--- src/rtl/ebus_seq_pkg.sv ---
package ebus_seq_pkg;
  parameter int unsigned ADDR_W    = 16;
  parameter int unsigned DATA_W    = 8;
  parameter int unsigned STATES    = 6;
  parameter int unsigned PH_PER_ST = 2;

  localparam int unsigned CYC_LEN = STATES * PH_PER_ST;
  localparam int unsigned HALF    = CYC_LEN / 2;
  localparam int unsigned PH_W    = $clog2(CYC_LEN);
  localparam int unsigned HI_W    = ADDR_W - DATA_W;

  typedef logic [PH_W-1:0] ph_t;

  // positions inside each half cycle
  localparam ph_t PH_LAST = ph_t'(CYC_LEN - 1);
  localparam ph_t PH_HALF = ph_t'(HALF);
  localparam ph_t ALE_ON  = ph_t'(1);
  localparam ph_t ALE_OFF = ph_t'(3);
  localparam ph_t ADR_END = ph_t'(4);
  localparam ph_t RD_ON   = ph_t'(HALF - 2);

  typedef enum logic [1:0] {
    CYC_FETCH  = 2'd0,
    CYC_MOVX16 = 2'd1,
    CYC_MOVX8  = 2'd2,
    CYC_MOVC   = 2'd3
  } cyc_e;

  typedef struct packed {
    cyc_e              kind;
    logic              ext;
    logic              ale_dis;
    logic              wr;
    logic [ADDR_W-1:0] addr;
    logic [DATA_W-1:0] wdata;
    logic [HI_W-1:0]   p2reg;
  } req_t;
endpackage

--- src/rtl/ebus_phase_ctr.sv ---
module ebus_phase_ctr
  import ebus_seq_pkg::*;
(
  input  logic clk_i,
  input  logic rst_ni,
  output ph_t  sub_o,
  output logic second_o,
  output logic last_o
);
  ph_t ph_q;

  always_ff @(posedge clk_i or negedge rst_ni) begin
    if (!rst_ni)              ph_q <= '0;
    else if (ph_q == PH_LAST) ph_q <= '0;
    else                      ph_q <= ph_q + ph_t'(1);
  end

  assign second_o = (ph_q >= PH_HALF);
  assign sub_o    = second_o ? ph_q - PH_HALF : ph_q;
  assign last_o   = (ph_q == PH_LAST);


  cyc_wrap_chk: assert property (@(posedge clk_i) disable iff (!rst_ni)
    last_o |=> (sub_o == '0) && !second_o);

  last_once_chk: assert property (@(posedge clk_i) disable iff (!rst_ni)
    last_o |=> !last_o);
endmodule

--- src/rtl/ebus_req_reg.sv ---
module ebus_req_reg
  import ebus_seq_pkg::*;
(
  input  logic clk_i,
  input  logic rst_ni,
  input  logic take_i,
  input  req_t req_i,
  output req_t req_o
);
  req_t req_q;

  always_ff @(posedge clk_i or negedge rst_ni) begin
    if (!rst_ni)     req_q <= '{kind: CYC_FETCH, default: '0};
    else if (take_i) req_q <= req_i;
  end

  assign req_o = req_q;


  req_hold_chk: assert property (@(posedge clk_i) disable iff (!rst_ni)
    !take_i |=> $stable(req_q));
endmodule

--- src/rtl/ebus_strobe_gen.sv ---
module ebus_strobe_gen
  import ebus_seq_pkg::*;
(
  input  logic clk_i,
  input  logic rst_ni,
  input  ph_t  sub_i,
  input  logic second_i,
  input  req_t req_i,
  output logic code_bus_o,
  output logic data_bus_o,
  output logic ale_o,
  output logic ale_oe_o,
  output logic psen_n_o
);
  logic suppress, ale_win, ale_pulse;

  always_comb begin
    code_bus_o = ((req_i.kind == CYC_FETCH) || (req_i.kind == CYC_MOVC)) && req_i.ext;
    data_bus_o = (req_i.kind == CYC_MOVX16) || (req_i.kind == CYC_MOVX8);
    // disable bit only bites on fetches, and never in external execution
    suppress   = req_i.ale_dis && !req_i.ext && (req_i.kind == CYC_FETCH);
    ale_win    = (sub_i >= ALE_ON) && (sub_i < ALE_OFF);
    ale_pulse  = ale_win && !(second_i && data_bus_o);
    ale_o      = suppress ? 1'b1 : ale_pulse;
    ale_oe_o   = !suppress;
    psen_n_o   = !(code_bus_o && (sub_i >= RD_ON));
  end


  movx_no_psen_chk: assert property (@(posedge clk_i) disable iff (!rst_ni)
    data_bus_o |-> psen_n_o);

  movx_one_ale_chk: assert property (@(posedge clk_i) disable iff (!rst_ni)
    (data_bus_o && second_i) |-> !ale_o);

  ale_psen_excl_chk: assert property (@(posedge clk_i) disable iff (!rst_ni)
    !(ale_o && ale_oe_o && !psen_n_o));

  ext_ale_drive_chk: assert property (@(posedge clk_i) disable iff (!rst_ni)
    req_i.ext |-> ale_oe_o);
endmodule

--- src/rtl/ebus_port_mux.sv ---
module ebus_port_mux
  import ebus_seq_pkg::*;
(
  input  logic              clk_i,
  input  logic              rst_ni,
  input  ph_t               sub_i,
  input  logic              second_i,
  input  req_t              req_i,
  input  logic              code_bus_i,
  input  logic              data_bus_i,
  input  logic              ale_i,
  input  logic              ale_oe_i,
  input  logic              psen_n_i,
  output logic [DATA_W-1:0] p0_o,
  output logic              p0_oe_o,
  output logic [HI_W-1:0]   p2_o,
  output logic [HI_W-1:0]   p2_strong_o
);
  logic adr_win, p2_addr;

  always_comb begin
    adr_win = (sub_i < ADR_END);
    p0_o    = '0;
    p0_oe_o = 1'b0;
    if (adr_win && (code_bus_i || (data_bus_i && !second_i))) begin
      p0_o    = req_i.addr[DATA_W-1:0];
      p0_oe_o = 1'b1;
    end else if (data_bus_i && req_i.wr) begin
      p0_o    = req_i.wdata;
      p0_oe_o = 1'b1;
    end
  end

  assign p2_addr     = code_bus_i || (req_i.kind == CYC_MOVX16);
  assign p2_o        = p2_addr ? req_i.addr[ADDR_W-1:DATA_W] : req_i.p2reg;
  assign p2_strong_o = p2_addr ? p2_o : '0;


  addr_hold_chk: assert property (@(posedge clk_i) disable iff (!rst_ni)
    ($fell(ale_i) && ale_oe_i && $past(p0_oe_o)) |-> (p0_oe_o && $stable(p0_o)));

  p0_float_rd_chk: assert property (@(posedge clk_i) disable iff (!rst_ni)
    !psen_n_i |-> !p0_oe_o);

  strong_subset_chk: assert property (@(posedge clk_i) disable iff (!rst_ni)
    (p2_strong_o & ~p2_o) == '0);
endmodule

--- src/rtl/ebus_strobe_seq.sv ---
module ebus_strobe_seq
  import ebus_seq_pkg::*;
(
  input  logic              clk_i,
  input  logic              rst_ni,
  input  logic [1:0]        cyc_type_i,
  input  logic              ext_exec_i,
  input  logic              ale_dis_i,
  input  logic              wr_i,
  input  logic [ADDR_W-1:0] addr_i,
  input  logic [DATA_W-1:0] wdata_i,
  input  logic [HI_W-1:0]   p2_reg_i,
  output logic              req_take_o,
  output logic              ale_o,
  output logic              ale_oe_o,
  output logic              psen_n_o,
  output logic [DATA_W-1:0] p0_o,
  output logic              p0_oe_o,
  output logic [HI_W-1:0]   p2_o,
  output logic [HI_W-1:0]   p2_strong_o
);
  ph_t  sub;
  logic second, last, code_bus, data_bus;
  req_t req_in, req_cur;

  assign req_in = '{kind: cyc_e'(cyc_type_i), ext: ext_exec_i, ale_dis: ale_dis_i,
                    wr: wr_i, addr: addr_i, wdata: wdata_i, p2reg: p2_reg_i};

  ebus_phase_ctr u_ctr (
    .clk_i, .rst_ni, .sub_o(sub), .second_o(second), .last_o(last)
  );

  ebus_req_reg u_req (
    .clk_i, .rst_ni, .take_i(last), .req_i(req_in), .req_o(req_cur)
  );

  ebus_strobe_gen u_strb (
    .clk_i, .rst_ni, .sub_i(sub), .second_i(second), .req_i(req_cur),
    .code_bus_o(code_bus), .data_bus_o(data_bus),
    .ale_o, .ale_oe_o, .psen_n_o
  );

  ebus_port_mux u_port (
    .clk_i, .rst_ni, .sub_i(sub), .second_i(second), .req_i(req_cur),
    .code_bus_i(code_bus), .data_bus_i(data_bus),
    .ale_i(ale_o), .ale_oe_i(ale_oe_o), .psen_n_i(psen_n_o),
    .p0_o, .p0_oe_o, .p2_o, .p2_strong_o
  );

  assign req_take_o = last;


  dis_fetch_quiet_chk: assert property (@(posedge clk_i) disable iff (!rst_ni)
    (!ale_oe_o) |-> (ale_o && psen_n_o && !p0_oe_o));
endmodule

--- config.mk ---
export PLATFORM = sky130hd
export DESIGN_NAME = ebus_strobe_seq
export DESIGN_NICKNAME = d
export VERILOG_FILES = /design/src/rtl/ebus_seq_pkg.sv /design/src/rtl/ebus_phase_ctr.sv /design/src/rtl/ebus_req_reg.sv /design/src/rtl/ebus_strobe_gen.sv /design/src/rtl/ebus_port_mux.sv /design/src/rtl/ebus_strobe_seq.sv
export SDC_FILE = /design/constraint.sdc
export NUM_CORES = 1
export LEC_CHECK = 0
export CORE_MARGIN = 3
export CORE_UTILIZATION = 35
export DETAILED_ROUTE_END_ITERATION = 7
export SETUP_SLACK_MARGIN = 0.15
export SLEW_MARGIN = 20
export SYNTH_ARGS = -nofsm -noshare
export SYNTH_HDL_FRONTEND = slang
export SYNTH_SLANG_ARGS = --single-unit
export TNS_END_PERCENT = 5
--- constraint.sdc ---
create_clock -name clk_i -period 1.95 [get_ports clk_i]
set_input_delay 0.195 -clock clk_i [delete_from_list [all_inputs] [get_ports clk_i]]
set_output_delay 0.195 -clock clk_i [all_outputs]
set_load 0.01 [all_outputs]
==> out/results.tsv, run 1 <==
stage	metric	value	unit
sta	finalHoldViolations	0	
critical_path	cpPeakStageDelay	0.39	ns
synth	syn_avg_cell_area	14.5	um^2
flow_run	cap_viol_max_count	0	
synth	syn_area	1990	um^2
place	hpwl	3440	um
cells_and_area	mostFrequentLayoutCell	dfrtp_1	
critical_path	end_kind	output pin	
critical_path	reg2reg_from	u_ctr.ph_q[1]	
synth	seq_area_frac_synth	0.514	
clock_network	clockBufferDepth	2	
critical_path	path_common_cell	buf_6	
cells_and_area	syn2layout_area_growth	54.1	%
critical_path	r2r_cells	6	
global_routing	grt_pass1_vias	1563	
global_routing	overflow	0	
synth	yosys_warnings	0	
sta	finalClockSkew	0.00988	ns
global_routing	antenna_found_initial	0	
critical_path	crit_fanout	3	
critical_path	crit_type	flop to output pin	
critical_path	critPathArrivalTime	1.84	ns
run_status	outcome	finished, violations left	
synth	synth.distinct_cells	26	
critical_path	r2r_end	u_req.req_o[0]	
sta	max_freq	492	MHz
route	viasPerCell	4.84	
critical_path	reg2reg_slack	0.28	ns
cells_and_area	fillers	429	
sta	period_needed	2.03	ns
synth	ys_ff_latch	41	
cells_and_area	utilization	0.580	
sta	maxSlewViolCount	0	
route	drc	0	
die	die-area	6640	um^2
die	rows	26	
sta	tns	-0.610	ns
critical_path	cp_top_family	buffers and inverters	
power_and_ir_drop	p_leak	1.35	nW
die	core	5300	um^2
critical_path	crit_path_cell_trace	inv_2, ha_4, nand2b_4, o22ai_4, buf_6, buf_6, a22o_1, buf_2	
global_routing	grt_pass1_wl	7850	um
power_and_ir_drop	vdd_drop_max	0.000367	V
route	drt_pass1_iterations	7	
critical_path	critPathBufInv	4	
sta	worst_slack	-0.0820	ns
sta	finalCritPeriodShare	1.04	
synth	synthesis.instances	138	
synth	syn_nets	180	
place	gp_congestion	0.820	
die	io_pins	68	
place	numPortBuffers	67	
clock_network	cts_tree	yes	
cells_and_area	diodes	0	
place	dp_slack	-0.147	ns
cells_and_area	drive_above_1_share	0.524	
route	wl_per_cell	16.8	um
clock_network	clk_pin_slew	0.08	ns
clock_network	htreeDepth	2	
sta	tightest_slew	0.503	ns
power_and_ir_drop	cellPowerDensity	669	nW/um^2
clock_network	numCtsBuffers	5	
die	die_x	81.5	um
critical_path	startpoint_type	flop	
run_status	violations	setup timing	
cells_and_area	final_cell_mix	dfrtp_1, clkdlybuf4s50_1, mux2_2	
critical_path	cp_slowest_cell	dfrtp_1	
sta	grt_setup_unrepaired	yes	
cells_and_area	nNetsFinal	266	
die	die_h	81.5	um
place	dp_cells	279	
worst_hold_path	hold_class	input port to async pin	
critical_path	required	1.75	ns
global_routing	grt_max_degree	39	
sta	setup_viol	12	
route	postRouteAntennaNets	0	
power_and_ir_drop	power	2.06	mW
clock_network	cts_sinks	41	
sta	relSlewSlack	0.664	
route	route.final.wire_length	4950	um
clock_network	clock-root-buffer	clkbuf_8	
clock_network	clk_latency	0.30	ns
route	drt_iter0_drc	54	
cells_and_area	stdcell_count	295	
die	start_util	0.376	
route	vias	1427	
global_routing	grtUsageTotal	0.158	
-- sequential cells by signal, summed over array words and instances, names as in the netlist --
register and cells:
u_ctr.ph_q 4, u_req.req_o 37
-- cells by family after synthesis --
group	after synthesis	synth area share
XOR/XNOR	2	0.00878
flip-flops	41	0.514
AND/OR/NAND/NOR	21	0.0703
multiplexers	47	0.284
adder cells (fa/ha/maj)	3	0.0188
buffers and inverters	10	0.0401
AO/OA/AOI/OAI	14	0.0634
-- synth_stat cells --
| cell | count | area, um^2 |
|---|---|---|
| o22ai_4 | 1 | 20.0 |
| nand2b_1 | 1 | 6.26 |
| o21ai_0 | 2 | 10.0 |
| ha_1 | 3 | 37.5 |
| nor2_4 | 1 | 11.3 |
| and3_1 | 1 | 6.26 |
| nand4b_1 | 1 | 8.76 |
| nor2_1 | 2 | 7.51 |
| buf_12 | 1 | 20.0 |
| nor2b_1 | 9 | 56.3 |
| nand2b_4 | 1 | 13.8 |
| o2bb2ai_1 | 1 | 8.76 |
| o31a_1 | 1 | 8.76 |
| a22o_1 | 8 | 70.1 |
| nor2_2 | 1 | 6.26 |
| xnor2_1 | 2 | 17.5 |
| or2_4 | 1 | 8.76 |
| buf_4 | 3 | 22.5 |
| nand3b_1 | 1 | 7.51 |
| nand2_1 | 2 | 7.51 |
| inv_1 | 4 | 15.0 |
| buf_6 | 2 | 22.5 |
| mux2_2 | 37 | 417 |
| o221ai_1 | 1 | 8.76 |
| dfrtp_1 | 41 | 1030 |
| mux2_4 | 10 | 150 |
-- power by group --
group / leakage (nW) / internal (mW) / total [mW] / switching [mW]
combinational: 0.815 / 0.276 / 0.429 / 0.153
sequential: 0.481 / 0.889 / 0.914 / 0.0248
clock: 0.0574 / 0.416 / 0.714 / 0.298
total: 1.35 / 1.58 / 2.06 / 0.476
-- routing by layer --
metal / vias up / global-route usage / wire length, um
li1: 662 / - / -
met1: 715 / 0.211 / 2120
met2: 44 / 0.251 / 2480
met3: 6 / 0.0482 / 297
met4: 0 / 0.0405 / 54
met5: - / 0 / 0
-- final cells by class --
| class | count | area (um^2) | area share |
|---|---|---|---|
| flip-flops and latches | 41 | 1030 | 0.335 |
| well taps | 70 | 87.6 | 0.0285 |
| repair buffers | 85 | 838 | 0.273 |
| inverters | 4 | 15.0 | 0.00488 |
| clock buffers | 6 | 82.6 | 0.0269 |
| multi-input cells | 87 | 985 | 0.320 |
| clock inverters | 2 | 37.5 | 0.0122 |
-- worst max-delay path by stage --
stage,start,end,slack (ns),depth (start not counted)
6_report,u_req.req_o[36],p0_o[4],-0.08,8
3_5_place_dp,u_req.req_o[35],p0_o[3],-0.15,6
2_1_floorplan,u_req.req_o[35],p2_o[2],0.19,6
5_1_grt,u_req.req_o[36],p0_o[0],-0.16,8
4_1_cts,u_req.req_o[36],p0_o[4],-0.1,8
3_3_place_gp,u_req.req_o[35],p0_o[0],-0.12,6
-- metrics by stage --
| step | hold slack, ns | area [um^2] |
|---|---|---|
| floorplan | -0.101 | 1990 |
| global placement | 0.179 | 2800 |
| detailed placement | 0.193 | 2800 |
| CTS | 0.403 | 3040 |
| global route | 0.412 | 3070 |
| finish | 0.389 | 3070 |
-- repair_timing --
| item | CTS | global route |
|---|---|---|
| gates cloned | 1 | 0 |
| hold buffers | 1 | 0 |
| endpoints found under the setup margin | 28 | 28 |
| gates resized for setup | 128 | 22 |
| hold endpoints to repair | 19 | 0 |
| pin swaps | 4 | 7 |
| setup buffers | 5 | 1 |
(Power assumes the default switching activity.)
==> run 2: changes to the inputs <==
Settings changed: CORE_UTILIZATION 35 to 30, SYNTH_HIERARCHICAL from default to 1.
==> out/results.tsv, run 2 <==
stage	metric	value	unit	change
place	hpwl	3370	um	-1.8%
cells_and_area	mostFrequentLayoutCell	dfrtp_1		
sta	finalCritPeriodShare	1.16		+0.120
route	drt_iter0_drc	26		-52%
worst_hold_path	hold_class	input port to async pin		
sta	setup_viol	28		+16
die	die_h	91.0	um	+12%
clock_network	cts_tree	yes		
cells_and_area	largest_reg_flops	37		unchanged
critical_path	startpoint_type	flop		
place	dp_slack	-0.417	ns	-0.269 ns
sta	finalHoldViolations	0		unchanged
route	route.final.wire_length	4890	um	-1.3%
sta	grt_setup_unrepaired	yes		
clock_network	cts_sinks	41		unchanged
sta	period_needed	2.27	ns	+0.234 ns
global_routing	grt_pass1_vias	1545		-1.2%
clock_network	htreeDepth	2		unchanged
critical_path	end_kind	output pin		
route	postRouteAntennaNets	0		unchanged
power_and_ir_drop	vdd_drop_max	0.000302	V	-18%
clock_network	clk_pin_slew	0.08	ns	about the same
critical_path	cpPeakStageDelay	0.45	ns	+0.06 ns
critical_path	startpoint	u_ctr/ph_q[1]		
synth	syn_nets	195		+8.3%
power_and_ir_drop	clockPowerShare	0.294		-0.053
synth	seq_area_frac_synth	0.473		-0.0415
cells_and_area	nNetsFinal	289		+8.6%
synth	synth.distinct_cells	28		+7.7%
sta	worst_slack	-0.316	ns	-0.234 ns
synth	synth_flop_cell	dfrtp_1		
synth	ys_ff_latch	41		unchanged
critical_path	r2r_end	u_req/req_o[7]		
cells_and_area	syn2layout_area_growth	52.8	%	
route	wl_per_cell	14.3	um	-15%
place	numPortBuffers	67		unchanged
synth	async_flop_share	1.00		unchanged
cells_and_area	stdcell_count	342		+16%
critical_path	crit_type	flop to output pin		
power_and_ir_drop	p_sw	0.440	mW	-7.6%
critical_path	critPathArrivalTime	2.07	ns	+0.23 ns
global_routing	grtUsageTotal	0.122		-0.0364
power_and_ir_drop	pwr-share-comb	0.221		+0.013
cells_and_area	drive_above_1_share	0.533		+0.00808
flow_run	cap_viol_max_count	0		unchanged
place	dp_cells	326		+17%
route	drt_pass1_iterations	2		-5
global_routing	grt_max_degree	26		-33%
synth	ys_top_cells_by_area	dfrtp_1, mux2_4, mux2_2		
route	viasPerCell	4.38		-9.4%
power_and_ir_drop	p_seq_frac	0.485		+0.041
die	core	6910	um^2	+30%
run_status	violations	setup timing		
die	die-area	8290	um^2	+25%
power_and_ir_drop	swShare	0.233		+0.00192
critical_path	reg2reg_from	u_ctr/ph_q[1]		
critical_path	crit_path_cell_trace	ha_4, o21ai_4, nor3_2, a21o_1, nor2_4, buf_6, a21oi_4, buf_12, a22o_1, buf_2		
synth	synthTopCellsByCount	dfrtp_1, mux2_4, mux2_2		
clock_network	clock-root-buffer	clkbuf_8		
synth	synth_top_cell_area_share	0.473		-0.0415
synth	synth_edf_count	0		unchanged
critical_path	reg2reg_slack	0.25	ns	-0.03 ns
route	vias	1499		+5.0%
synth	synth_most_common_cell	dfrtp_1		
power_and_ir_drop	cellPowerDensity	569	nW/um^2	-15%
synth	yosys.area.top_type	dfrtp_1		
sta	tightest_slew	0.427	ns	-0.0761 ns
clock_network	numCtsBuffers	5		unchanged
die	start_util	0.314		-0.0620
sta	max_freq	441	MHz	-10%
die	rows	30		+15%
critical_path	cp_slowest_cell	dfrtp_2		
sta	relSlewSlack	0.715		+0.0508
run_status	outcome	finished, violations left		
critical_path	crit_fanout	8		+5
synth	yosys_warnings	6		+6
synth	syn_avg_cell_area	14.3	um^2	-1.2%
sta	maxSlewViolCount	0		unchanged
critical_path	required	1.75	ns	about the same
sta	finalClockSkew	0.00553	ns	-0.00435 ns
power_and_ir_drop	p_int	1.45	mW	-8.5%
route	drc	0		unchanged
cells_and_area	final_cell_mix	dfrtp_1, clkdlybuf4s50_1, mux2_4		
place	gp_congestion	0.755		-7.9%
cells_and_area	diodes	0		unchanged
global_routing	antenna_found_initial	0		unchanged
die	die_x	91.0	um	+12%
power_and_ir_drop	p_leak	1.51	nW	+12%
clock_network	clockBufferDepth	2		unchanged
synth	syn_area	2170	um^2	+8.8%
synth	synthesis.instances	152		+10%
global_routing	grt_pass1_wl	8000	um	+2.0%
die	io_pins	68		unchanged
global_routing	overflow	0		unchanged
critical_path	critPathCapture	p0_o[6]		
clock_network	clk_latency	0.28	ns	-0.02 ns
critical_path	r2r_cells	6		unchanged
-- run 2: area by class of cell --
| cell class | count | area (um^2) |
|---|---|---|
| clock buffers | 7 | 86.3 |
| fillers | 653 | 3590 |
| inverters | 6 | 22.5 |
| multi-input cells | 97 | 1140 |
| flip-flops and latches | 41 | 1030 |
| well taps | 96 | 120 |
| repair buffers | 95 | 915 |
-- run 2: how the worst min path moves through the flow --
stage          cells after the start   start             to  slack, ns
2_1_floorplan                      0  rst_ni  u_ctr/ph_q[0]      -0.10
3_3_place_gp                       1  rst_ni  u_ctr/ph_q[2]       0.15
3_5_place_dp                       1  rst_ni  u_ctr/ph_q[2]       0.16
4_1_cts                            2  rst_ni  u_ctr/ph_q[2]       0.38
5_1_grt                            2  rst_ni  u_ctr/ph_q[2]       0.41
6_report                           2  rst_ni  u_ctr/ph_q[2]       0.38
-- run 2: power groups by stage --
stage	clock, mW	sequential (mW)	combinational, mW
4_1_cts	0.588	0.914	0.426
6_report	0.555	0.914	0.416
2_1_floorplan	0	0.922	0.164
5_1_grt	0.610	0.920	0.446
3_5_place_dp	0	0.929	0.385
3_3_place_gp	0	0.930	0.381
-- run 2: timing repair --
| action | in CTS | in global routing |
|---|---|---|
| hold buffers | 1 | 0 |
| pin swaps | 12 | 3 |
| hold endpoints to repair | 16 | 0 |
| resized for setup | 144 | 5 |
| setup buffers | 6 | 0 |
| endpoints found under the setup margin | 28 | 40 |
| cloned | 2 | 0 |
-- run 2: routing by layer --
layer	track usage	share of wire
met1	0.167	0.47
met2	0.190	0.46
met3	0.0282	0.054
met4	0.0377	0.0090
met5	0	0
-- run 2: kinds of logic after synthesis --
logic type,Yosys count,synth area share
buffers and inverters,14,0.0606
DFF,41,0.473
muxes,46,0.292
adders and majority gates,4,0.0231
AOI/OAI and AO/OA,20,0.0755
and+or+nand+nor,26,0.0715
xor gates and xnor gates,1,0.00404
-- run 2: critical path, delay by kind of cell, from the launching register on --
kind	cells	cell delay, ns
AOI/OAI and AO/OA	4	0.59
DFF	1	0.45
buffers and inverters	3	0.38
adders and majority gates	1	0.19
and+or+nand+nor	2	0.17
-- run 2: metrics by stage --
step                      hold slack (ns)  total power, mW  cell area (um^2)  TNS (ns)   util
after floorplan                    -0.101             1.09              2200         0      -
after detailed placement            0.156             1.31              3090     -6.98  0.447
after global placement              0.151             1.31              3090     -6.55  0.447
final                               0.378             1.89              3310     -5.73  0.480
after CTS                           0.384             1.93              3300     -6.40  0.477
after global routing                0.408             1.98              3310     -8.24  0.480
==> run 3: changes to the inputs <==
Settings changed: CORE_MARGIN 3 to default.
Clock period 1.95 ns to 2.75 ns, I/O delays scaled along.
==> out/results.tsv, run 3 (synthesized netlist as in run 2, its figures left out) <==
stage	metric	value	unit	change
sta	holdWs	0.108	ns	-0.270 ns
cells_and_area	syn2layout_area_growth	42.0	%	
clock_network	clk_pin_slew	0.09	ns	about the same
place	gp_congestion	0.704		-6.8%
power_and_ir_drop	p_leak	1.41	nW	-7.0%
sta	tightest_slew	0.916	ns	+0.489 ns
die	start_util	0.314		unchanged
sta	max_freq	403	MHz	
cells_and_area	regArea	1030	um^2	-0.12%
sta	finalHoldViolations	0		unchanged
critical_path	cpPeakStageDelay	0.35	ns	-0.10 ns
die	die_h	87.0	um	-4.4%
die	core	6910	um^2	unchanged
flow_run	cap_viol_max_count	0		unchanged
place	numPortBuffers	67		unchanged
critical_path	required	2.48	ns	+0.73 ns
sta	relSlewSlack	0.389		-0.326
clock_network	clock-root-buffer	clkbuf_8		
die	die_x	87.0	um	-4.4%
sta	tns	0	ns	+5.73 ns
route	drt_iter0_drc	31		+19%
sta	finalCritPeriodShare	0.903		
cells_and_area	drive_above_1_share	0.323		-0.209
power_and_ir_drop	cellPowerDensity	453	nW/um^2	-20%
sta	maxSlewViolCount	0		unchanged
clock_network	clockBufferDepth	2		unchanged
clock_network	htreeDepth	2		unchanged
global_routing	antenna_found_initial	0		unchanged
global_routing	grtUsageTotal	0.121		-0.000734
cells_and_area	multi_input_area	1040	um^2	-8.8%
die	io_pins	68		unchanged
sta	period_needed	2.48	ns	
critical_path	critPathArrivalTime	2.21	ns	+0.14 ns
critical_path	critPathBufInv	3		unchanged
route	drt_pass1_iterations	2		unchanged
cells_and_area	fillers	683		+4.6%
die	die-area	7580	um^2	-8.6%
critical_path	startpoint_type	flop		
critical_path	crit_type	flop to output pin		
cells_and_area	diodes	0		unchanged
cells_and_area	largest_reg_flops	37		unchanged
sta	setup_viol	0		-100%
sta	grt_setup_unrepaired	no		
critical_path	end_kind	output pin		
sta	finalClockSkew	0.00643	ns	+0.000903 ns
critical_path	crit_path_cell_trace	inv_1, ha_1, o21ai_2, nor3_2, a21o_1, nor2_4, a21oi_4, buf_4, a22o_1, dlygate4sd2_1		
cells_and_area	mostFrequentLayoutCell	clkdlybuf4s50_1		
route	vias	1393		-7.1%
global_routing	grt_pass1_wl	6930	um	-13%
route	postRouteAntennaNets	0		unchanged
cells_and_area	nNetsFinal	271		-6.2%
cells_and_area	final_cell_mix	clkdlybuf4s50_1, dfrtp_1, mux2_4		
clock_network	cts_sinks	41		unchanged
die	rows	30		unchanged
route	viasPerCell	4.29		-2.2%
clock_network	clk_latency	0.29	ns	about the same
worst_hold_path	hold_class	input port to async pin		
run_status	outcome	completed		
critical_path	cp_top_family	compound AO/OA/AOI/OAI gates		
critical_path	cp_slowest_cell	dfrtp_1		
route	route.final.wire_length	4270	um	-13%
global_routing	overflow	0		unchanged
cells_and_area	utilization	0.446		-0.0337
power_and_ir_drop	vdd_drop_max	0.000273	V	-9.5%
route	drc	0		unchanged
place	hpwl	2910	um	-14%
route	wl_per_cell	13.1	um	-8.0%
clock_network	numCtsBuffers	5		unchanged
clock_network	cts_tree	yes		
critical_path	crit_fanout	3		-5
global_routing	grt_max_degree	42		+62%
global_routing	grt_pass1_vias	1457		-5.7%
==> run 3: cell types whose count changed in the layout (fill, tap and decap cells not counted), sizes merged <==
cell	delta
buf	-43
dlygate4sd2	+16
clkdlybuf4s50	+6
dlymetal6s2s	+5
clkbuf	-2
bufinv	+1
clkinvlp	+1
dlygate4sd3	-1
==> run 3: worst paths after layout <==
| check | cells past startpoint | startpoint | endpoint | slack (ns) |
|---|---|---|---|---|
| worst max-delay path | 10 | u_ctr/ph_q[0] | p0_o[1] | 0.27 |
| worst min-delay path | 1 | rst_ni | u_req/req_o[34] | 0.11 |
| worst max register to register | 6 | u_ctr/ph_q[1] | u_req/req_o[7] | 0.94 |
| worst min register to register | 1 | u_req/req_o[3] | u_req/req_o[3] | 0.51 |
| max in group asynchronous | 1 | rst_ni | u_req/req_o[24] | 2.07 |
| min in group clk_i | 1 | u_req/req_o[3] | u_req/req_o[3] | 0.51 |
==> run 3: through the flow <==
step,total power [mW],setup WS (ns),instances,instance area [um^2]
2_1_floorplan,0.765,0.750,152,2170
3_3_place_gp,0.913,0.230,313,2910
3_5_place_dp,0.914,0.176,313,2910
4_1_cts,1.42,0.0257,324,3060
5_1_grt,1.46,0.162,325,3080
6_report,1.40,0.267,325,3080
==> run 3: final cells by class <==
class	count	area share
inverters	6	0.00731
clock inverters	2	0.0122
flip-flops and latches	41	0.333
repair buffers	77	0.243
multi-input cells	97	0.339
well taps	96	0.0390
clock buffers	6	0.0268
==> run 3: per-layer routing <==
layer / GRT usage / wire, um
met2: 0.187 / 1900
met3: 0.0408 / 293
met5: 0 / 0
met1: 0.156 / 2030
met4: 0.0455 / 43
==> run 3: power breakdown <==
group          switching, mW  internal [mW]
Combinational         0.0830          0.156
Sequential            0.0169          0.630
Clock                  0.216          0.295
==> run 3: timing repair <==
action,in CTS,in global routing
buffers inserted,3,1
endpoints found under the hold margin,0,0
hold buffers,0,0
cloned,0,0
resized for setup,21,6
pin swaps,2,0
setup endpoints to repair,19,4
